<file path="config.mk">
export PLATFORM = sky130hd
export DESIGN_NAME = frame_shadow_bank
export DESIGN_NICKNAME = d
export VERILOG_FILES = /design/src/rtl/fsb_pkg.sv /design/src/rtl/fsb_stage.sv /design/src/rtl/fsb_commit.sv /design/src/rtl/fsb_blank_fsm.sv /design/src/rtl/fsb_gain_delay.sv /design/src/rtl/frame_shadow_bank.sv
export SDC_FILE = /design/constraint.sdc
export NUM_CORES = 1
export LEC_CHECK = 0
export BUFFER_PORTS_ARGS = -buffer_cell sky130_fd_sc_hd__buf_2
export CORE_MARGIN = 4
export CORE_UTILIZATION = 45
export CTS_CLUSTER_DIAMETER = 30
export DETAILED_ROUTE_END_ITERATION = 8
export MAX_ROUTING_LAYER = met4
export PLACE_DENSITY = 0.72
export SLEW_MARGIN = 20
export SYNTH_ARGS = -nofsm -noshare
export SYNTH_HDL_FRONTEND = slang
export SYNTH_SLANG_ARGS = --single-unit
</file>
<file path="constraint.sdc">
create_clock -name clk -period 2.8 [get_ports clk]
set_clock_uncertainty 0.2 [all_clocks]
set_input_delay 0.42 -clock clk [delete_from_list [all_inputs] [get_ports clk]]
set_output_delay 0.42 -clock clk [all_outputs]
set_load 0.1 [all_outputs]
</file>
<file path="src/rtl/fsb_pkg.sv">
`timescale 1ns/1ps
package fsb_pkg;
    localparam int NGRP    = 6;
    localparam int SKIP_W  = 5;
    localparam int DADR_W  = 5;
    localparam int ROFF_W  = 5;
    localparam int LAST_W  = 13;
    localparam int LCNT_W  = 8;
    localparam int WSEL_W  = 3;
    localparam int WDIM_W  = 12;
    localparam int EXP_W   = 16;
    localparam int GAIN_W  = 8;
    localparam int RD_LO_W = SKIP_W + DADR_W + ROFF_W;

    typedef enum logic [2:0] {
        GRP_READ = 3'd0, GRP_DARK = 3'd1, GRP_PAD = 3'd2,
        GRP_WIN  = 3'd3, GRP_EXP  = 3'd4, GRP_GAIN = 3'd5
    } grp_e;

    typedef enum logic {BL_LIVE = 1'b0, BL_BLANK = 1'b1} blank_st_e;

    localparam logic [3:0] ADR_RD_LO = 4'd0;
    localparam logic [3:0] ADR_RD_LAST = 4'd1;
    localparam logic [3:0] ADR_DARK = 4'd2;
    localparam logic [3:0] ADR_PAD = 4'd3;
    localparam logic [3:0] ADR_WSEL = 4'd4;
    localparam logic [3:0] ADR_WWID = 4'd5;
    localparam logic [3:0] ADR_WHGT = 4'd6;
    localparam logic [3:0] ADR_EXP = 4'd7;
    localparam logic [3:0] ADR_GAIN = 4'd8;
    localparam logic [3:0] ADR_CTL = 4'd9;
    localparam int CTL_BOS_BIT = 8;
    localparam int CTL_LAT_BIT = 9;

    function automatic int grp_w(int g);
        case (g)
            0:       return RD_LO_W + LAST_W;
            1, 2:    return LCNT_W;
            3:       return WSEL_W + 2 * WDIM_W;
            4:       return EXP_W;
            default: return GAIN_W;
        endcase
    endfunction

    function automatic int grp_off(int g);
        int s = 0;
        for (int i = 0; i < g; i++) s += grp_w(i);
        return s;
    endfunction

    localparam int TOT_W = grp_off(NGRP);
endpackage

</file>
<file path="src/rtl/fsb_stage.sv">
`timescale 1ns/1ps
module fsb_stage
    import fsb_pkg::*;
#(
    parameter int DATA_W = 16,
    parameter int ADDR_W = 4
) (
    input  logic              clk,
    input  logic              rst_n,
    input  logic              wr_en,
    input  logic [ADDR_W-1:0] wr_addr,
    input  logic [DATA_W-1:0] wr_data,
    output logic [TOT_W-1:0]  stg,
    output logic [NGRP-1:0]   sync_en,
    output logic              blank_on_sw,
    output logic              gain_lat
);
    localparam int O_RD = grp_off(GRP_READ);
    localparam int O_WN = grp_off(GRP_WIN);

    always_ff @(posedge clk) begin
        if (!rst_n) begin
            stg         <= '0;
            sync_en     <= '1;
            blank_on_sw <= 1'b0;
            gain_lat    <= 1'b0;
        end else if (wr_en) begin
            case (wr_addr)
                ADR_RD_LO:   stg[O_RD +: RD_LO_W] <= wr_data[RD_LO_W-1:0];
                ADR_RD_LAST: stg[O_RD + RD_LO_W +: LAST_W] <= wr_data[LAST_W-1:0];
                ADR_DARK:    stg[grp_off(GRP_DARK) +: LCNT_W] <= wr_data[LCNT_W-1:0];
                ADR_PAD:     stg[grp_off(GRP_PAD) +: LCNT_W] <= wr_data[LCNT_W-1:0];
                ADR_WSEL:    stg[O_WN +: WSEL_W] <= wr_data[WSEL_W-1:0];
                ADR_WWID:    stg[O_WN + WSEL_W +: WDIM_W] <= wr_data[WDIM_W-1:0];
                ADR_WHGT:    stg[O_WN + WSEL_W + WDIM_W +: WDIM_W] <= wr_data[WDIM_W-1:0];
                ADR_EXP:     stg[grp_off(GRP_EXP) +: EXP_W] <= wr_data[EXP_W-1:0];
                ADR_GAIN:    stg[grp_off(GRP_GAIN) +: GAIN_W] <= wr_data[GAIN_W-1:0];
                ADR_CTL: begin
                    sync_en     <= wr_data[NGRP-1:0];
                    blank_on_sw <= wr_data[CTL_BOS_BIT];
                    gain_lat    <= wr_data[CTL_LAT_BIT];
                end
                default: ;
            endcase
        end
    end
endmodule

</file>
<file path="src/rtl/fsb_commit.sv">
`timescale 1ns/1ps
module fsb_commit
    import fsb_pkg::*;
(
    input  logic             clk,
    input  logic             rst_n,
    input  logic             frame_start,
    input  logic [TOT_W-1:0] stg,
    input  logic [NGRP-1:0]  sync_en,
    output logic [TOT_W-1:0] act,
    output logic [NGRP-1:0]  chg
);
    for (genvar g = 0; g < NGRP; g++) begin : g_grp
        localparam int OFF = grp_off(g);
        localparam int W   = grp_w(g);
        logic [W-1:0] held;
        logic         take;

        assign take = frame_start && sync_en[g];

        always_ff @(posedge clk) begin
            if (!rst_n)    held <= '0;
            else if (take) held <= stg[OFF +: W];
        end

        assign act[OFF +: W] = held;
        assign chg[g]        = take && (stg[OFF +: W] != held);
    end
endmodule

</file>
<file path="src/rtl/fsb_blank_fsm.sv">
`timescale 1ns/1ps
module fsb_blank_fsm
    import fsb_pkg::*;
(
    input  logic            clk,
    input  logic            rst_n,
    input  logic            frame_start,
    input  logic [NGRP-1:0] chg,
    input  logic            win_switch,
    input  logic            blank_on_sw,
    output logic            frame_blank
);
    blank_st_e state, state_nx;
    logic      cause;

    assign cause = chg[GRP_READ] || chg[GRP_DARK] || chg[GRP_PAD]
                || (win_switch && blank_on_sw);

    always_ff @(posedge clk) begin
        if (!rst_n) state <= BL_LIVE;
        else        state <= state_nx;
    end

    always_comb begin
        state_nx = state;
        unique case (state)
            BL_LIVE:  if (frame_start && cause) state_nx = BL_BLANK;
            BL_BLANK: if (frame_start)          state_nx = cause ? BL_BLANK : BL_LIVE;
        endcase
    end

    always_comb begin
        frame_blank = (state == BL_BLANK);
    end
endmodule

</file>
<file path="src/rtl/fsb_gain_delay.sv">
`timescale 1ns/1ps
module fsb_gain_delay #(
    parameter int W = 8
) (
    input  logic         clk,
    input  logic         rst_n,
    input  logic         frame_start,
    input  logic         gain_lat,
    input  logic [W-1:0] gain_act,
    output logic [W-1:0] gain_out
);
    logic [W-1:0] prev;

    always_ff @(posedge clk) begin
        if (!rst_n)           prev <= '0;
        else if (frame_start) prev <= gain_act;
    end

    assign gain_out = gain_lat ? prev : gain_act;
endmodule

</file>
<file path="src/rtl/frame_shadow_bank.sv">
`timescale 1ns/1ps
module frame_shadow_bank
    import fsb_pkg::*;
#(
    parameter int DATA_W = 16,
    parameter int ADDR_W = 4
) (
    input  logic              clk,
    input  logic              rst_n,
    input  logic              frame_start,
    input  logic              wr_en,
    input  logic [ADDR_W-1:0] wr_addr,
    input  logic [DATA_W-1:0] wr_data,
    output logic [SKIP_W-1:0] skip_mode,
    output logic [DADR_W-1:0] dark_row_addr,
    output logic [ROFF_W-1:0] row_offset,
    output logic [LAST_W-1:0] last_row,
    output logic [LCNT_W-1:0] dark_lines,
    output logic [LCNT_W-1:0] pad_lines,
    output logic [WSEL_W-1:0] win_sel,
    output logic [WDIM_W-1:0] win_width,
    output logic [WDIM_W-1:0] win_height,
    output logic [EXP_W-1:0]  exposure,
    output logic [GAIN_W-1:0] gain,
    output logic              frame_blank
);
    localparam int O_RD = grp_off(GRP_READ);
    localparam int O_WN = grp_off(GRP_WIN);

    logic [TOT_W-1:0] stg_flat, act_flat;
    logic [NGRP-1:0]  sync_en, chg;
    logic             blank_on_sw, gain_lat, win_switch;

    fsb_stage #(.DATA_W(DATA_W), .ADDR_W(ADDR_W)) u_stage (
        .clk(clk), .rst_n(rst_n), .wr_en(wr_en), .wr_addr(wr_addr),
        .wr_data(wr_data), .stg(stg_flat), .sync_en(sync_en),
        .blank_on_sw(blank_on_sw), .gain_lat(gain_lat)
    );

    fsb_commit u_commit (
        .clk(clk), .rst_n(rst_n), .frame_start(frame_start),
        .stg(stg_flat), .sync_en(sync_en), .act(act_flat), .chg(chg)
    );

    assign win_switch = frame_start && sync_en[GRP_WIN]
                     && (stg_flat[O_WN +: WSEL_W] != act_flat[O_WN +: WSEL_W]);

    fsb_blank_fsm u_blank (
        .clk(clk), .rst_n(rst_n), .frame_start(frame_start), .chg(chg),
        .win_switch(win_switch), .blank_on_sw(blank_on_sw),
        .frame_blank(frame_blank)
    );

    fsb_gain_delay #(.W(GAIN_W)) u_gain (
        .clk(clk), .rst_n(rst_n), .frame_start(frame_start),
        .gain_lat(gain_lat),
        .gain_act(act_flat[grp_off(GRP_GAIN) +: GAIN_W]),
        .gain_out(gain)
    );

    assign skip_mode     = act_flat[O_RD +: SKIP_W];
    assign dark_row_addr = act_flat[O_RD + SKIP_W +: DADR_W];
    assign row_offset    = act_flat[O_RD + SKIP_W + DADR_W +: ROFF_W];
    assign last_row      = act_flat[O_RD + RD_LO_W +: LAST_W];
    assign dark_lines    = act_flat[grp_off(GRP_DARK) +: LCNT_W];
    assign pad_lines     = act_flat[grp_off(GRP_PAD) +: LCNT_W];
    assign win_sel       = act_flat[O_WN +: WSEL_W];
    assign win_width     = act_flat[O_WN + WSEL_W +: WDIM_W];
    assign win_height    = act_flat[O_WN + WSEL_W + WDIM_W +: WDIM_W];
    assign exposure      = act_flat[grp_off(GRP_EXP) +: EXP_W];
endmodule

</file>
# Yosys cells after proc, flatten, opt, wreduce, memory -nomap -nowiden
# Index checks and enable logic that the tools add are counted.
totals:
  ff_bits: 207
  out_inout_bits: 96
  wordCells: 65
classes:
  eq_ne: 13
  muxes: 5
  n_bitwise: 1
  n_reduce_logical: 26
op_table:
  columns: ["cell", "n"]
  rows:
  - ["inequality test 28 bit", 1]
  - ["AND reduction 2 bit", 10]
  - ["== test 4 x 3 -> 1 bit (second input constant)", 4]
  - ["inequality test 8 bit", 2]
  - ["logical AND 1 bit", 12]
  - ["== test 4 x 2 -> 1 bit (second input constant)", 2]
  - ["== test 4 bit (second input constant)", 2]
  - ["2-to-1 mux 8 bit", 1]
  - ["== test 4 x 1 -> 1 bit (second input constant)", 1]
  - ["zero test 4 bit", 1]
  - ["logical OR 1 bit", 3]
  - ["2-to-1 mux 1 bit", 3]
  - ["inequality test 3 bit", 1]
  - ["case mux 1 bit (2 select lines)", 1]
  - ["NOT 1 bit", 1]

# Depth between registers and ports, before layout
# Gate-level depths: netlist of the first run.
depth:
  ltp_word: 8
  ltp_mapped: 7

# By module
# Synthesis of the first run repeated with hierarchy kept, for this count alone.
unflattened:
  cells_unflattened: 964
  area_unflattened_um2: 9198.8
by_module_without_submodules:
  columns: ["module", "n_inst", "cells_per_inst", "area_per_inst_um2", "seq_area_each_um2"]
  rows:
  - ["fsb_commit", 1, 548, 4867.2, 1901.8]
  - ["fsb_stage", 1, 372, 3813.7, 2062.0]
  - ["fsb_gain_delay", 1, 34, 432.9, 160.2]
  - ["fsb_blank_fsm", 1, 5, 48.8, 20.0]
  - ["frame_shadow_bank", 1, 5, 36.3, 0.0]

# Least setup slack after synthesis of the first run
# OpenSTA, ideal clock, no wires.
synth_path:
  path_type: "flip-flop to output port"
  startpoint: "register u_stage.gain_lat"
  endpoint: "output port gain[0]"
  arrival_time_ns: 1.168
  slack_ns: 1.012
  path_stages_with_launch: 3
  n_path_buf: 1
  cell_sequence: "dfxtp_1 clkbuf_1 mux2_2"
synth_between:
  elab_chain_cells: 1
synth_lines:
  columns: ["item", "line", "rtl"]
  rows:
  - ["from (decl)", "fsb_stage.sv:16", "output logic gain_lat"]
  - ["from (signal assigned)", "fsb_stage.sv:41", "gain_lat <= wr_data[CTL_LAT_BIT];"]
  - ["2-to-1 mux 8 bit", "fsb_gain_delay.sv:19", "assign gain_out = gain_lat ? prev : gain_act;"]
  - ["to (decl)", "frame_shadow_bank.sv:24", "output logic [GAIN_W-1:0] gain,"]
# No other way between the ends.

# Final worst setup path of the first run
layout_path:
  startpoint: "register u_stage.gain_lat"
  endpoint: "output port gain[7]"
# Same word-level chain as after synthesis.

==> impl_metrics.tcl, run 1 <==
set metrics [dict create \
    status "finished, final reports clean" \
    avgSynthCellArea_sq_um 9.09 \
    netlist_area_sq_um 9080 \
    ios 120 \
    grt_pass1_vias 6148 \
    yosysSeqAreaShare 0.456 \
    core-area_sq_um 19700 \
    overflow 0 \
    cts_resized 0 \
    reg2regPathDepth 6 \
    wl_met1_um 9590 \
    synthTopCellsByCount "243 x nand2_1, 207 x dfxtp_1, 111 x a21boi_0" \
    final-hold-violation-count 0 \
    fin_crit_ps 2370 \
    timing.fmax_mhz 423 \
    finalWeightedCongestion 0.785 \
    cp.arrival_ps 1750 \
    wl_met3_um 1410 \
    async_flop_share 0 \
    drive_gt1_frac 0.202 \
    yosys_warnings 0 \
    grt_max_degree 65 \
    dieHeight_um 150 \
    ir_drop_mv 0.605 \
    dp_hpwl_um 13600 \
    post-route-period-util 0.845 \
    via_per_inst 4.84 \
    syn_nets 1023 \
    startpoint "u_stage.gain_lat$_SDFFE_PN0P_" \
    layoutNonFillerInstCount 1326 \
    hold_path_class "primary input to register" \
    cts_hold_buf 4 \
    maxCapViolCount 0 \
    postCtsSetupBuffers 0 \
    rows 51 \
    wl_met2_um 9790 \
    tns_ps 0 \
    fillerInstances 1821 \
    cts_sinks 207 \
    antenna_cells 0 \
    grt_use_total 0.194 \
    clock_path_buffers 3 \
    synth_area_leaders "dfxtp_1 46%, nand2_1 10%, a21boi_0 9.2%" \
    vias 6423 \
    p_per_area_nw_per_um2 772 \
    netlist.area_leader.share 0.456 \
    ys_ff_latch 207 \
    reg2reg_slack_ps 820 \
    start_util 0.462 \
    highest_layer "met4" \
    io_buffers 119 \
    finalSetupViolCount 0 \
    crit_fanout 9 \
    dpl_cell_area_sq_um 9200 \
    wire_per_inst_um 16.0 \
    synth_edf_count 0 \
    cts_made_buffers 42 \
    synthFlopType "dfxtp_1" \
    post-place-cells 1244 \
    first_pass_iters 4 \
    crit_type "register to primary output" \
    critPathLaunchType "register" \
    nNetsFinal 1051 \
    drc 0 \
    drt_wl_total_um 21200 \
    ys_types 31 \
    clockRootBuffer "clkbuf_16" \
    totalPowerFinal_w 0.00822 \
    crit_path_end "gain[7]" \
    syn_to_final_growth_pct 17.3 \
    worstMarginPinSlew_ps 638 \
    slew_violations 0 \
    cts_tree "done" \
    clk_pin_slew_worst_paths_ps 40 \
    dieWidth_um 150 \
    design_area_sq_um 10700 \
    htreeDepth 2 \
    clk_latency_ps 510 \
    leakage_nw 4.31 \
    rsz0062_at_grt "false" \
    synth.most_common_cell "nand2_1" \
    grt_pass1_wl_um 33600 \
    slew-limit-headroom 0.574 \
    drtAntennaViolNets 0 \
    r2r-start "u_stage.stg[11]$_SDFFE_PN0P_" \
    dieArea_sq_um 22500 \
    syn_inst 999 \
    antenna_found_initial 0 \
    cp_data_required_time_ps 2180 \
    crit_path_end_kind "primary output" \
    synth_top_area_cell "dfxtp_1" \
    fin_hold_ws_ps 62.9 \
    drtIter0Drc 334 \
]
[power breakdown]
part / internal, W / leakage (nW) / switching, W
logic: 0.000126 / 1.96 / 0.000269
registers: 0.00298 / 1.67 / 0.0000249
clock network: 0.00327 / 0.679 / 0.00155
total: 0.00638 / 4.31 / 0.00184
[logic make-up (layout without fill, tap and decap cells)]
group                     Yosys count  after routing  share of synthesized area
muxes                              88             88                     0.0981
AOI/OAI and AO/OA                 132            132                      0.108
and+or+nand+nor                   371            371                      0.188
buffers and inverters             154            216                      0.104
xor gates and xnor gates           47             47                     0.0453
DFF                               207            207                      0.456
[stage by stage]
stage               setup WS [ps]  utilization
floorplan                    1010            -
global placement              765        0.468
detailed placement            740        0.468
CTS                           395        0.542
global route                  348        0.542
finish                        434        0.542
[area by class of cell]
type / count / area [sq um] / share of cell area
Clock buffer: 61 / 1250 / 0.117
Clock inverter: 17 / 163 / 0.0153
Inverter: 1 / 3.75 / 0.000352
Multi-Input combinational cell: 638 / 3990 / 0.375
Sequential cell: 207 / 4140 / 0.389
Tap cell: 265 / 332 / 0.0311
Timing Repair Buffer: 137 / 768 / 0.0721
[cell usage in the layout (no fill, tap or decap), drive strengths merged]
cell	instances
dlygate4sd3	4
buf	133
dfxtp	207
xnor2	28
nand2b	2
nand3b	2
a21boi	126
a31oi	1
clkinvlp	5
o311ai	1
nor2	2
nand2	243
xor2	19
and3	3
inv	2
nor2b	74
nor4	4
clkinv	9
o21ai	3
nand4	8
and2	4
or4	1
o41ai	1
nor3	1
clkbuf	61
nand3	25
nor3b	2
bufinv	2
mux2	8
mux2i	80
[how the worst min path moves through the flow]
stage	startpoint	to	slack, ps	cells after the start
floorplan	u_stage.stg[81]$_SDFFE_PN0P_	u_commit.g_grp[4].held[10]$_SDFFE_PN0P_	230	2
global placement	u_stage.stg[82]$_SDFFE_PN0P_	u_stage.stg[82]$_SDFFE_PN0P_	240	2
detailed placement	u_stage.stg[80]$_SDFFE_PN0P_	u_stage.stg[80]$_SDFFE_PN0P_	250	2
CTS	wr_data[10]	u_stage.stg[81]$_SDFFE_PN0P_	50	3
global route	wr_data[10]	u_stage.stg[81]$_SDFFE_PN0P_	60	3
finish	wr_data[10]	u_stage.stg[81]$_SDFFE_PN0P_	60	3
[critical path, stage by stage (launching register included)]
cell and delay [ps]:
dfxtp_1 570, mux2_2 380, buf_2 290
[sequential cells by signal (all words and copies together) (netlist names), named ones only]
| name | flops |
|---|---|
| u_stage.sync_en | 6 |
| u_commit.g_grp.held | 95 |
| u_stage.stg | 95 |
| u_stage.gain_lat | 1 |
| u_stage.blank_on_sw | 1 |
| u_gain.prev | 8 |
[metal layers]
layer | track usage | vias up
li1 | - | 3244
met5 | - | -
met2 | 0.300 | 166
met3 | 0.0445 | 29
met1 | 0.255 | 2984
met4 | 0.0554 | 0
Power figures use the tool's default switching activity.
==> run 2: changes to the inputs <==
- clock period: 2.8 -> 2.3 ns (I/O delays scaled with it)
==> run 2 against run 1 <==
Against the previous run:
- first-iteration DRC count is 8.4% higher
- worst setup slack worse by 290 ps
- combinational power is 23% higher
- register-to-register slack worse by 350 ps
- critical path depth stayed put
- sequential share of layout area is 0.39 points lower
- design area is 1.0% higher
- critical path type unchanged
- critical endpoint is now gain[2]
- total power is 24% higher
- highest routed layer unchanged
- wire length is 0.44% higher
- via count is 1.7% higher
- utilization is 0.56 points higher
==> impl_metrics.tcl, run 2 (synthesis results as in run 1) <==
set metrics [dict create \
    syn_to_final_growth_pct 18.5 \
    maxCapViolCount 0 \
    ios 120 \
    dp_hpwl_um 13600 \
    start_util 0.462 \
    antenna_cells 0 \
    grt_pass1_vias 6453 \
    slew_violations 0 \
    leakage_nw 4.36 \
    layout_commonest_cell "nand2_1" \
    htreeDepth 2 \
    clock_path_buffers 3 \
    clk_pin_slew_worst_paths_ps 50 \
    status "finished, final reports clean" \
    final-hold-violation-count 0 \
    antenna_found_initial 0 \
    nNetsFinal 1060 \
    cts_sinks 207 \
    holdPathStages 3 \
    overflow 0 \
    core-area_sq_um 19700 \
    hold_path_class "primary input to register" \
    crit_path_end_kind "primary output" \
    slew-limit-headroom 0.575 \
    grt_max_degree 78 \
    p_per_area_nw_per_um2 947 \
    grt_use_total 0.196 \
    p_seq_frac 0.359 \
    layout_common_cells "243 x nand2_1, 206 x dfxtp_1, 118 x buf_2, 111 x a21boi_0, 80 x mux2i_1" \
    dieHeight_um 150 \
    drive_gt1_frac 0.204 \
    tns_ps 0 \
    worstMarginPinSlew_ps 636 \
    io_buffers 119 \
    drc 0 \
    drtIter0Drc 362 \
    via_per_inst 4.90 \
    cts_tree "done" \
    reg2reg_slack_ps 470 \
    r2r-start "u_stage.stg[24]$_SDFFE_PN0P_" \
    reg2regPathDepth 5 \
    crit_type "register to primary output" \
    wire_per_inst_um 15.9 \
    cts_made_buffers 43 \
    pwr-share-comb 0.047 \
    rows 51 \
    drtAntennaViolNets 0 \
    critPathLaunchType "register" \
    timing.fmax_mhz 464 \
    place_ws_ps 379 \
    dieWidth_um 150 \
    finalSetupViolCount 0 \
    clk_latency_ps 510 \
    fin_crit_ps 2150 \
    cp.arrival_ps 1610 \
    drt_wl_total_um 21300 \
    first_pass_iters 4 \
    vias 6534 \
    reg.largest.list "u_commit.g_grp.held: 95 flops, u_stage.stg: 95 flops, u_gain.prev: 8 flops" \
    grt_pass1_wl_um 34100 \
    intPower_w 0.00795 \
    cp_data_required_time_ps 1750 \
    finalWeightedCongestion 0.808 \
    post-route-period-util 0.936 \
    hold_start "wr_data[7]" \
    switching_share 0.219 \
    ir_drop_mv 0.680 \
    whs_endpoint "u_stage.stg[78]$_SDFFE_PN0P_" \
    p_sw_w 0.00223 \
    clkPwrFrac 0.593 \
    clockRootBuffer "clkbuf_16" \
    setup_slack_ps 147 \
    dieArea_sq_um 22500 \
    crit_fanout 9 \
    rsz0062_at_grt "false" \
]
==> run 2: changes by cell type in the layout (fill, tap and decap cells not counted), moves of 2 or more <==
cell	previous run	this run
clkinv_4	3	1
buf_4	13	16
bufinv_16	2	4
dlygate4sd3_1	4	9
==> run 2: timing repair <==
item / in CTS / in global routing
endpoints found under the hold margin: 16 / 0
gates resized for setup: 1 / 0
setup buffers: 0 / 0
setup endpoints to repair: 8 / 0
hold buffers: 9 / 0
==> run 2: worst max-delay path by stage <==
stage	startpoint	endpoint	cells past startpoint
after CTS	u_stage.gain_lat$_SDFFE_PN0P_	gain[2]	2
after global routing	u_stage.gain_lat$_SDFFE_PN0P_	gain[0]	2
after global placement	wr_addr[2]	u_stage.stg[38]$_SDFFE_PN0P_	5
after floorplan	u_stage.gain_lat$_SDFFE_PN0P_	gain[0]	2
final	u_stage.gain_lat$_SDFFE_PN0P_	gain[2]	2
after detailed placement	wr_addr[2]	u_stage.stg[38]$_SDFFE_PN0P_	5
==> run 2: per-layer routing <==
metal / global-route usage / vias up / part of all wire
li1: - / 3258 / -
met1: 0.247 / 3083 / 0.46
met2: 0.312 / 155 / 0.46
met3: 0.0463 / 38 / 0.059
met4: 0.0599 / 0 / 0.022
met5: - / - / 0
==> run 2: layout make-up <==
cell class / instances / area, sq um
Fill cell: 1849 / 8890
Sequential cell: 207 / 4150
Multi-Input combinational cell: 638 / 3990
Clock buffer: 60 / 1230
Timing Repair Buffer: 145 / 841
Tap cell: 265 / 332
Clock inverter: 18 / 213
Inverter: 1 / 3.75
==> run 2: worst max-delay path, cell delays in order, from the launching register on <==
cell,delay (ps)
dfxtp_2,450
mux2_2,360
buf_2,290
==> run 2: power groups by stage <==
| stage | combinational (W) | sequential (W) | clock (W) |
|---|---|---|---|
| after floorplan | 0.000329 | 0.00373 | 0 |
| after global placement | 0.000474 | 0.00373 | 0 |
| after detailed placement | 0.000474 | 0.00373 | 0 |
| after CTS | 0.000487 | 0.00366 | 0.00614 |
| after global routing | 0.000519 | 0.00366 | 0.00633 |
| final | 0.000484 | 0.00366 | 0.00604 |
==> run 2: per-stage QoR <==
stage	hold WS, ps	utilization	cells	instance area, sq um	total power (W)
after floorplan	231	-	999	9080	0.00406
after global placement	242	0.469	1247	9220	0.00420
after detailed placement	248	0.469	1247	9220	0.00420
after CTS	28.4	0.547	1334	10800	0.0103
after global routing	51.0	0.547	1334	10800	0.0105
final	43.0	0.547	1334	10800	0.0102
